## config.mk

```make
export PLATFORM = sky130hd
export DESIGN_NAME = fan_tach_meter
export DESIGN_NICKNAME = d
export VERILOG_FILES = /design/src/rtl/fan_tach_pkg.sv /design/src/rtl/tach_sync.sv /design/src/rtl/tach_prescaler.sv /design/src/rtl/tach_counter.sv /design/src/rtl/fan_tach_meter.sv
export SDC_FILE = /design/constraint.sdc
export NUM_CORES = 1
export LEC_CHECK = 0
export ABC_AREA = 1
export BUFFER_PORTS_ARGS = -buffer_cell sky130_fd_sc_hd__clkbuf_2
export CAP_MARGIN = 20
export CORE_MARGIN = 2
export CORE_UTILIZATION = 60
export DETAILED_ROUTE_END_ITERATION = 8
export GPL_ROUTABILITY_DRIVEN = 0
export MAX_ROUTING_LAYER = met4
export PLACE_DENSITY = 0.91
export SLEW_MARGIN = 20
export SYNTH_ARGS = -nofsm -noshare
export SYNTH_HDL_FRONTEND = slang
export SYNTH_SLANG_ARGS = --single-unit
```

## constraint.sdc

```tcl
create_clock -name clk_i -period 3.4 [get_ports clk_i]
set_input_delay 0.51 -clock clk_i [delete_from_list [all_inputs] [get_ports clk_i]]
set_output_delay 0.51 -clock clk_i [all_outputs]
set_load 0.005 [all_outputs]
```

## src/rtl/fan_tach_pkg.sv

```systemverilog
package fan_tach_pkg;

   // log2 of the tick divisor for a rate select code; code 0 is the slowest rate
   function automatic int unsigned rate_shift(input int unsigned sel,
                                              input int unsigned min_shift,
                                              input int unsigned n_rates);
      return min_shift + (n_rates - 1 - sel);
   endfunction

endpackage

```

## src/rtl/tach_sync.sv

```systemverilog
module tach_sync #(
   parameter int unsigned STAGES = 2
) (
   input  logic clk_i,
   input  logic rst_ni,
   input  logic tach_i,
   output logic rise_o
);

   if (STAGES < 2) begin : g_bad_stages
      $error("tach_sync: STAGES must be at least 2");
   end

   logic [STAGES:0] pipe_q;

   always_ff @(posedge clk_i or negedge rst_ni) begin
      if (!rst_ni) pipe_q <= '0;
      else         pipe_q <= {pipe_q[STAGES-1:0], tach_i};
   end

   assign rise_o = pipe_q[STAGES-1] & ~pipe_q[STAGES];


   rise_single_chk: assert property (@(posedge clk_i) disable iff (!rst_ni)
      rise_o |=> !rise_o);

endmodule

```

## src/rtl/tach_prescaler.sv

```systemverilog
module tach_prescaler #(
   parameter int unsigned RATE_W    = 2,
   parameter int unsigned MIN_SHIFT = 1
) (
   input  logic              clk_i,
   input  logic              rst_ni,
   input  logic [RATE_W-1:0] rate_sel_i,
   input  logic              restart_i,
   output logic              tick_o
);

   localparam int unsigned NUM_RATES = 1 << RATE_W;
   localparam int unsigned PRE_W     = MIN_SHIFT + NUM_RATES - 1;

   if (MIN_SHIFT < 1) begin : g_bad_shift
      $error("tach_prescaler: MIN_SHIFT must be at least 1");
   end

   logic [PRE_W-1:0] mask_tbl [NUM_RATES];

   for (genvar g = 0; g < NUM_RATES; g++) begin : g_mask
      localparam int unsigned SH = fan_tach_pkg::rate_shift(g, MIN_SHIFT, NUM_RATES);
      assign mask_tbl[g] = PRE_W'((64'd1 << SH) - 64'd1);
   end

   logic [PRE_W-1:0] div_q;
   logic [PRE_W-1:0] mask;

   assign mask = mask_tbl[rate_sel_i];

   always_ff @(posedge clk_i or negedge rst_ni) begin
      if (!rst_ni)        div_q <= '0;
      else if (restart_i) div_q <= '0;
      else                div_q <= div_q + 1'b1;
   end

   assign tick_o = ((div_q & mask) == mask);


   tick_gap_chk: assert property (@(posedge clk_i) disable iff (!rst_ni)
      tick_o |=> !tick_o);

endmodule

```

## src/rtl/tach_counter.sv

```systemverilog
module tach_counter #(
   parameter int unsigned CNT_W = 8
) (
   input  logic             clk_i,
   input  logic             rst_ni,
   input  logic             rise_i,
   input  logic             tick_i,
   input  logic             fault_en_i,
   input  logic             fault_clr_i,
   output logic [CNT_W-1:0] period_o,
   output logic             fault_o
);

   if (CNT_W < 2) begin : g_bad_width
      $error("tach_counter: CNT_W must be at least 2");
   end

   localparam logic [CNT_W-1:0] CNT_MAX = '1;

   logic             armed_q;
   logic [CNT_W-1:0] cnt_q;
   logic [CNT_W-1:0] result_q;
   logic             fault_q;
   logic             at_max;
   logic             ovf_evt;
   logic [CNT_W-1:0] cnt_sat;

   assign at_max  = (cnt_q == CNT_MAX);
   assign ovf_evt = armed_q & tick_i & at_max;
   assign cnt_sat = (tick_i && !at_max) ? cnt_q + 1'b1 : cnt_q;

   always_ff @(posedge clk_i or negedge rst_ni) begin
      if (!rst_ni) begin
         armed_q <= 1'b0;
         cnt_q   <= '0;
      end else if (rise_i) begin
         armed_q <= 1'b1;
         cnt_q   <= '0;
      end else if (armed_q && tick_i && !at_max) begin
         cnt_q   <= cnt_q + 1'b1;
      end
   end

   always_ff @(posedge clk_i or negedge rst_ni) begin
      if (!rst_ni)                result_q <= '0;
      else if (rise_i && armed_q) result_q <= cnt_sat;
      else if (ovf_evt)           result_q <= CNT_MAX;
   end

   always_ff @(posedge clk_i or negedge rst_ni) begin
      if (!rst_ni)                    fault_q <= 1'b0;
      else if (ovf_evt && fault_en_i) fault_q <= 1'b1;
      else if (fault_clr_i)           fault_q <= 1'b0;
   end

   assign period_o = result_q;
   assign fault_o  = fault_q;


   result_hold_chk: assert property (@(posedge clk_i) disable iff (!rst_ni)
      (!rise_i && !tick_i) |=> $stable(period_o));


   fault_sticky_chk: assert property (@(posedge clk_i) disable iff (!rst_ni)
      (fault_o && !fault_clr_i) |=> fault_o);


   fault_gate_chk: assert property (@(posedge clk_i) disable iff (!rst_ni)
      (!fault_o && !fault_en_i) |=> !fault_o);


   unarmed_quiet_chk: assert property (@(posedge clk_i) disable iff (!rst_ni)
      (!armed_q && !rise_i) |=> (period_o == '0 && !fault_o));

endmodule

```

## src/rtl/fan_tach_meter.sv

```systemverilog
module fan_tach_meter #(
   parameter int unsigned CNT_W       = 8,
   parameter int unsigned RATE_W      = 2,
   parameter int unsigned MIN_SHIFT   = 1,
   parameter int unsigned SYNC_STAGES = 2
) (
   input  logic              clk_i,
   input  logic              rst_ni,
   input  logic              tach_i,
   input  logic [RATE_W-1:0] rate_sel_i,
   input  logic              fault_en_i,
   input  logic              fault_clr_i,
   output logic [CNT_W-1:0]  period_o,
   output logic              fault_o
);

   if (RATE_W < 1) begin : g_bad_rate
      $error("fan_tach_meter: RATE_W must be at least 1");
   end

   logic rise;
   logic tick;

   tach_sync #(.STAGES(SYNC_STAGES)) u_sync (
      .clk_i  (clk_i),
      .rst_ni (rst_ni),
      .tach_i (tach_i),
      .rise_o (rise)
   );

   tach_prescaler #(.RATE_W(RATE_W), .MIN_SHIFT(MIN_SHIFT)) u_pre (
      .clk_i      (clk_i),
      .rst_ni     (rst_ni),
      .rate_sel_i (rate_sel_i),
      .restart_i  (rise),
      .tick_o     (tick)
   );

   tach_counter #(.CNT_W(CNT_W)) u_cnt (
      .clk_i       (clk_i),
      .rst_ni      (rst_ni),
      .rise_i      (rise),
      .tick_i      (tick),
      .fault_en_i  (fault_en_i),
      .fault_clr_i (fault_clr_i),
      .period_o    (period_o),
      .fault_o     (fault_o)
   );

endmodule

```

==> results of run 1 <==
-- power groups by stage --
stage / sequential (mW) / combinational (mW) / clock [mW]
final: 0.371 / 0.150 / 0.139
after global routing: 0.375 / 0.172 / 0.153
after global placement: 0.371 / 0.140 / 0
after detailed placement: 0.376 / 0.150 / 0
after CTS: 0.369 / 0.151 / 0.139
after floorplan: 0.370 / 0.103 / 0
-- per-layer routing --
layer  vias up  GRT usage, %  wire length, microns
met5         -             -                     0
met4         0          14.0                    88
met3         9          3.45                   118
met2        31          44.9                  1490
met1       570          33.1                  1310
li1        586             -                     -
-- registers in the layout, indices dropped and copies added, names as in the netlist --
register and count:
u_cnt.period_o 8, u_pre.div_q 4, u_cnt.armed_q 1, u_sync.pipe_q 3, u_cnt.fault_o 1, u_cnt.cnt_q 8
-- placed cells by master, fill, tap and decap left out, drive strengths merged --
master,netlist,final
ha,2,2
o22ai,1,1
o21bai,2,2
or2,1,1
nand2,50,50
inv,27,27
o21ai,10,10
dfrtp,25,25
a21oi,3,3
clkbuf,0,18
nand3b,7,7
nand3,23,23
clkinv,1,1
nand4,2,2
nor2,19,19
clkinvlp,0,1
-- worst reg2reg max path: stages, from the launching register on --
cell and delay [ps]:
dfrtp_1 450, ha_1 240, nand3_1 110, inv_1 80
nand2_4 110, clkinv_2 100, nor2_2 150, nand2_2 130
nand3_1 100, o21ai_0 100
-- area by class of cell --
type / count / area (sq um)
clock inverters: 1 / 7.51
well taps: 28 / 35.0
multi-input cells: 120 / 628
inverters: 28 / 109
clock buffers: 3 / 22.5
fillers: 169 / 688
flip-flops and latches: 25 / 626
repair buffers: 15 / 75.1
-- cells by family (layout without fill, tap and decap cells) --
kind of cell	Yosys count	in the layout
buffers and inverters	29	47
DFF	25	25
adders and majority gates	2	2
and+or+nand+nor	102	102
AOI/OAI and AO/OA	16	16
-- final timing paths --
| kind | to | slack, ps | cells past startpoint |
|---|---|---|---|
| min in group clk_i | u_sync.pipe_q[0] | 280 | 1 |
| worst min-delay path | u_cnt.period_o[6] | 150 | 1 |
| worst min register to register | u_sync.pipe_q[1] | 380 | 0 |
| max in group asynchronous | u_pre.div_q[2] | 2860 | 1 |
| worst max register to register | u_cnt.cnt_q[3] | 1740 | 9 |
| worst max-delay path | u_cnt.cnt_q[3] | 1740 | 9 |
-- metrics by stage --
step                      utilization (%)  total power [mW]
after floorplan                         -             0.472
after global placement               67.2             0.511
after detailed placement             67.2             0.526
after CTS                            68.6             0.660
after global routing                 68.6             0.700
final                                68.6             0.659
==> key figures, run 1 <==
Outcome
  • Status: finished clean

Global routing
  • GRT Util Overall: 27.2%
  • Initial antenna violation count: 0
  • Number of global-route vias before repair: 1170
  • Final global-route overflow total: 0
  • Pin count of the biggest net entering global routing: 26
  • First-pass GRT wire length: 5090 microns

Critical path
  • Crit end category: register
  • Ordered list of cells on the worst path: ha_1, nand3_1, inv_1, nand2_4, clkinv_2, nor2_2, nand2_2, nand3_1, o21ai_0
  • Crit-path max cell delay: 450 ps
  • CP Max Fanout: 8
  • CP Buf/Inv Count: 2
  • Most frequent cell on the critical path: nand3_1
  • CP Data Required Time: 3620 ps
  • Reg-to-Reg Start: u_cnt.cnt_q[0]
  • Worst Setup SP: u_cnt.cnt_q[0]
  • Crit start category: register
  • Crit path max-delay family: simple AND/OR/NAND/NOR gates
  • Arrival time worst endpoint: 1890 ps
  • Slowest stage cell, crit path: dfrtp_1
  • Crit Path Class: register to register

Power and ir drop
  • PD cells: 439 nW/um^2
  • Seq pwr share: between 50% and 60%
  • Clk pwr share: a little over a fifth
  • Comb power frac: a little under a quarter
  • Internal power: 0.442 mW
  • Sw frac: approximately a third
  • VDD IR max: 0.370 mV
  • Leak Pwr: 0.788 nW
  • Net switching power figure: 0.218 mW

Yosys
  • Largest family of logic cells by synthesized area: simple AND/OR/NAND/NOR gates
  • Synthesized-area fraction occupied by adder cells: under 10%
  • Count of cell types in the netlist: 24
  • Synth Area in XOR/XNOR: 0%
  • Cell area after synthesis: 1370 sq um
  • Synth top area cells: dfrtp_1 46%, nand2_1 13%, nand3_1 7.7%, inv_1 6.9%, nand3b_1 3.8%
  • Synth Flop Type: dfrtp_1
  • Proportion of netlist area held by the largest area contributor: between 40% and 50%
  • Mux cell area share after synthesis: 0%
  • Most frequent cell after synthesis: nand2_1
  • EDFF count, synth: 0
  • Post-synthesis sequential element count: 25
  • Post-synth ARST share: 100%
  • Largest area contributor in the netlist: dfrtp_1
  • Yosys warns: 0
  • Simple logic cell fraction of the synthesized area: 37.5%
  • Post-synthesis cell count: 174
  • Post-synthesis sequential area ratio: 45.7%
  • Compound-Gate Fraction of Synth Area: 6.59%
  • Syn_nets: 183
  • Syn_area_per_cell: 7.86 sq um
  • Synth top cells by count: 46 x nand2_1, 25 x dfrtp_1, 25 x inv_1

Cells and area
  • Layout cell share with drive strength beyond 1: 18.2%
  • Nets: 202
  • Final instance area: 1500 sq um
  • ANT cells: 0
  • Area grow syn2layout: 9.88%
  • Non-filler cells, final: 220

Route
  • Routed vias/inst: around 5.4
  • Final wirelength: 3010 microns
  • Avg WL per Cell: ~14 microns
  • Iter 0 DRT Violations: 37
  • Routed via count: about 1200
  • TritonRoute pass-1 iters: 4
  • Residual DRC: 0
  • Post-DRT Antenna Nets: 0

Hold path
  • Hold Crit Class: input pin to async pin

STA
  • Slew HR: 60.0%
  • Final Max Tran Viols: 0
  • Minimum clock period: 1660 ps
  • Final worst slack: approximately 1700 ps
  • RSZ-0062 raised after global routing: false
  • Slew @ Worst Pin: approximately 600 ps
  • Peak Freq: 602 MHz
  • Final Skew: between 4 and 5 ps
  • Setup TNS: 0 ps
  • Tcrit/Tclk final: roughly half
  • Final setup violating endpoints: 0
  • Fin Hold WS: 153 ps
  • Final Hold Viols: 0

Floorplanning
  • Rows: 17
  • Core Area: 2190 sq um
  • Die area: 2680 sq um
  • Starting Density: 62.4%
  • Top Ports: 16
  • Die height: around 52 microns
  • Die width: 51.7 microns

Clock network
  • Clock transition at path regs: 140 ps
  • Cts bufs inserted: 3
  • Root buf cell: clkbuf_4
  • Max clock buf depth: 2
  • Postcts setup bufs: 0
  • Clock Latency Late Sink: 330 ps
  • CTS Hold Buffers Added: 0
  • Num Clock Sinks: 25
  • H-tree depth: 1
  • PostCTS Resize Cnt: 0
  • CTS tree: yes

Run
  • Maxcap violations: 0

Place
  • Final HPWL DP: around 2300 microns
  • Cell Area, Placed: 1470 sq um
  • Pre-CTS WS: 1780 ps
  • Inst Count DP: 216
  • Port Buffer Count: 15
Note: power is estimated with default switching activity, not from simulation.
==> run 2: changes to the inputs <==
- CORE_UTILIZATION: 60 -> 51
- PLACE_DENSITY: 0.91 -> 0.83
- clock period: 3.4 -> 1.5 ns (I/O delays scaled with it)
==> run 2 against run 1 <==
  * Die area grew 16%
  * Clock power rose by 110%
  * Core utilization decreased by 4.0 points
  * Combinational power rose to 2.9 times the previous value
  * Largest cell class unchanged
  * Cell area rose by 7.4%
  * Largest power group unchanged
  * Via count is 4.5% higher
  * Sequential power up 120%
  * Maximum frequency grew 17%
  * Register-to-register slack worse by 1700 ps
  * First-iteration DRC count shrank 8.1%
==> key figures, run 2 (same netlist as run 1, synthesis figures left out) <==
STA
  • Setup TNS: 0 ps
  • Final Max Tran Viols: 0
  • Slew HR: roughly 61%
  • Slew @ Worst Pin: around 590 ps
  • Tcrit/Tclk final: 94.4%
  • Minimum clock period: 1420 ps
  • Final setup violating endpoints: 0
  • Final Hold Viols: 0
  • RSZ-0062 raised after global routing: true
  • Peak Freq: around 710 MHz
  • Final Skew: 3.49 ps

Clock network
  • CTS tree: yes
  • Num Clock Sinks: 25
  • Cts bufs inserted: 3
  • Max clock buf depth: 2
  • Clock transition at path regs: 120 ps
  • Root buf cell: clkbuf_4
  • H-tree depth: 1
  • Clock Latency Late Sink: 330 ps

Global routing
  • Number of global-route vias before repair: 1168
  • First-pass GRT wire length: 4970 microns
  • GRT Util Overall: 20.5%
  • Initial antenna violation count: 0
  • Final global-route overflow total: 0
  • Pin count of the biggest net entering global routing: 26

Route
  • Post-DRT Antenna Nets: 0
  • Avg WL per Cell: 12.7 microns
  • Routed via count: 1250
  • Routed vias/inst: 5.41
  • Final wirelength: 2930 microns
  • TritonRoute pass-1 iters: 4
  • Residual DRC: 0
  • Iter 0 DRT Violations: 34

Floorplanning
  • Core Area: 2500 sq um
  • Die area: between 3000 and 4000 sq um
  • Top Ports: 16
  • Starting Density: 54.7%
  • Rows: 18
  • Die width: approximately 56 microns
  • Die height: 55.8 microns

Critical path
  • Slowest stage cell, crit path: dfrtp_1
  • Most frequent cell on the critical path: nand2_1
  • CP Buf/Inv Count: 2
  • Crit Path Class: register to register
  • CP Data Required Time: approximately 1800 ps
  • Crit end category: register
  • Crit-path max cell delay: between 300 and 400 ps
  • Ordered list of cells on the worst path: ha_2, buf_6, nand2_1, inv_2, nand2_1, o21bai_1, nand2_1, nor2_2, nor2_1, nor2_1
  • Crit start category: register
  • Arrival time worst endpoint: around 1700 ps
  • CP Max Fanout: 3
  • Crit path max-delay family: simple AND/OR/NAND/NOR gates

Power and ir drop
  • VDD IR max: 0.890 mV
  • PD cells: 965 nW/um^2
  • Tot Pwr: 1.56 mW
  • Leak Pwr: between 0.8 and 0.9 nW

Outcome
  • Status: finished clean

Cells and area
  • Area grow syn2layout: 18.0%
  • Most common cell after layout, fill and taps aside: nand2_1
  • Most frequent cells in the layout: 46 x nand2_1, 25 x dfrtp_1, 23 x inv_1
  • Layout cell share with drive strength beyond 1: 23.4%
  • Nets: about 210
  • ANT cells: 0

Run
  • Maxcap violations: 0

Hold path
  • Hold Crit Class: input pin to register

Place
  • Port Buffer Count: 15
  • Final HPWL DP: 2220 microns
## run 2: cell types whose count changed in the layout (fill, tap and decap cells not counted), sizes merged
cell         delta
buf             +6
inv             +1
nand3           +1
dlygate4sd3     +2
clkinvlp        -1
clkbuf          +1
clkinv          -1
## run 2: power breakdown
| part | switching, mW | leakage [nW] | internal [mW] |
|---|---|---|---|
| clock | 0.191 | 0.0150 | 0.105 |
| combinational | 0.244 | 0.497 | 0.188 |
| sequential | 0.0686 | 0.315 | 0.762 |
| total | 0.503 | 0.827 | 1.06 |
## run 2: metal layers
layer | GRT usage (%) | vias to the layer above | routed length, microns
met3 | 2.56 | 9 | 188
met5 | - | - | 0
met2 | 34.5 | 57 | 1470
met4 | 7.67 | 0 | 71
li1 | - | 611 | -
met1 | 25.2 | 573 | 1200
## run 2: final cells by class
type                            instances  area (sq um)
Multi-Input combinational cell        121           671
Clock buffer                            4          26.3
Fill cell                             193           886
Timing Repair Buffer                   23           144
Tap cell                               30          37.5
Sequential cell                        25           626
Inverter                               28           110
## run 2: worst paths after layout
path | from | endpoint | slack [ps] | cells after the start
max reg2reg | u_cnt.cnt_q[1] | u_cnt.period_o[6] | 80 | 10
max | u_cnt.cnt_q[1] | u_cnt.period_o[6] | 80 | 10
max in group asynchronous | rst_ni | u_pre.div_q[1] | 710 | 2
min in group asynchronous | rst_ni | u_cnt.period_o[1] | 410 | 2
min reg2reg | u_sync.pipe_q[0] | u_sync.pipe_q[1] | 370 | 0
min | fault_clr_i | u_cnt.fault_o | 70 | 2
## run 2: what timing repair did
item | in CTS | in global routing
hold buffers | 1 | 1
endpoints found under the hold margin | 25 | 1
setup endpoints to repair | 6 | 16
gates cloned | 0 | 1
buffers inserted | 1 | 1
resized for setup | 2 | 10
pin swaps | 1 | 1
## run 2: through the flow
step                hold WS (ps)  area, sq um  util (%)  cells  setup WS (ps)
floorplan                  -70.6         1370         -    174           49.6
global placement             242         1510      60.2    222           63.5
detailed placement           248         1510      60.2    222          -5.59
CTS                         11.8         1560      62.4    228           7.21
global route                87.0         1610      64.6    231          -24.8
finish                      73.7         1610      64.6    231           84.5
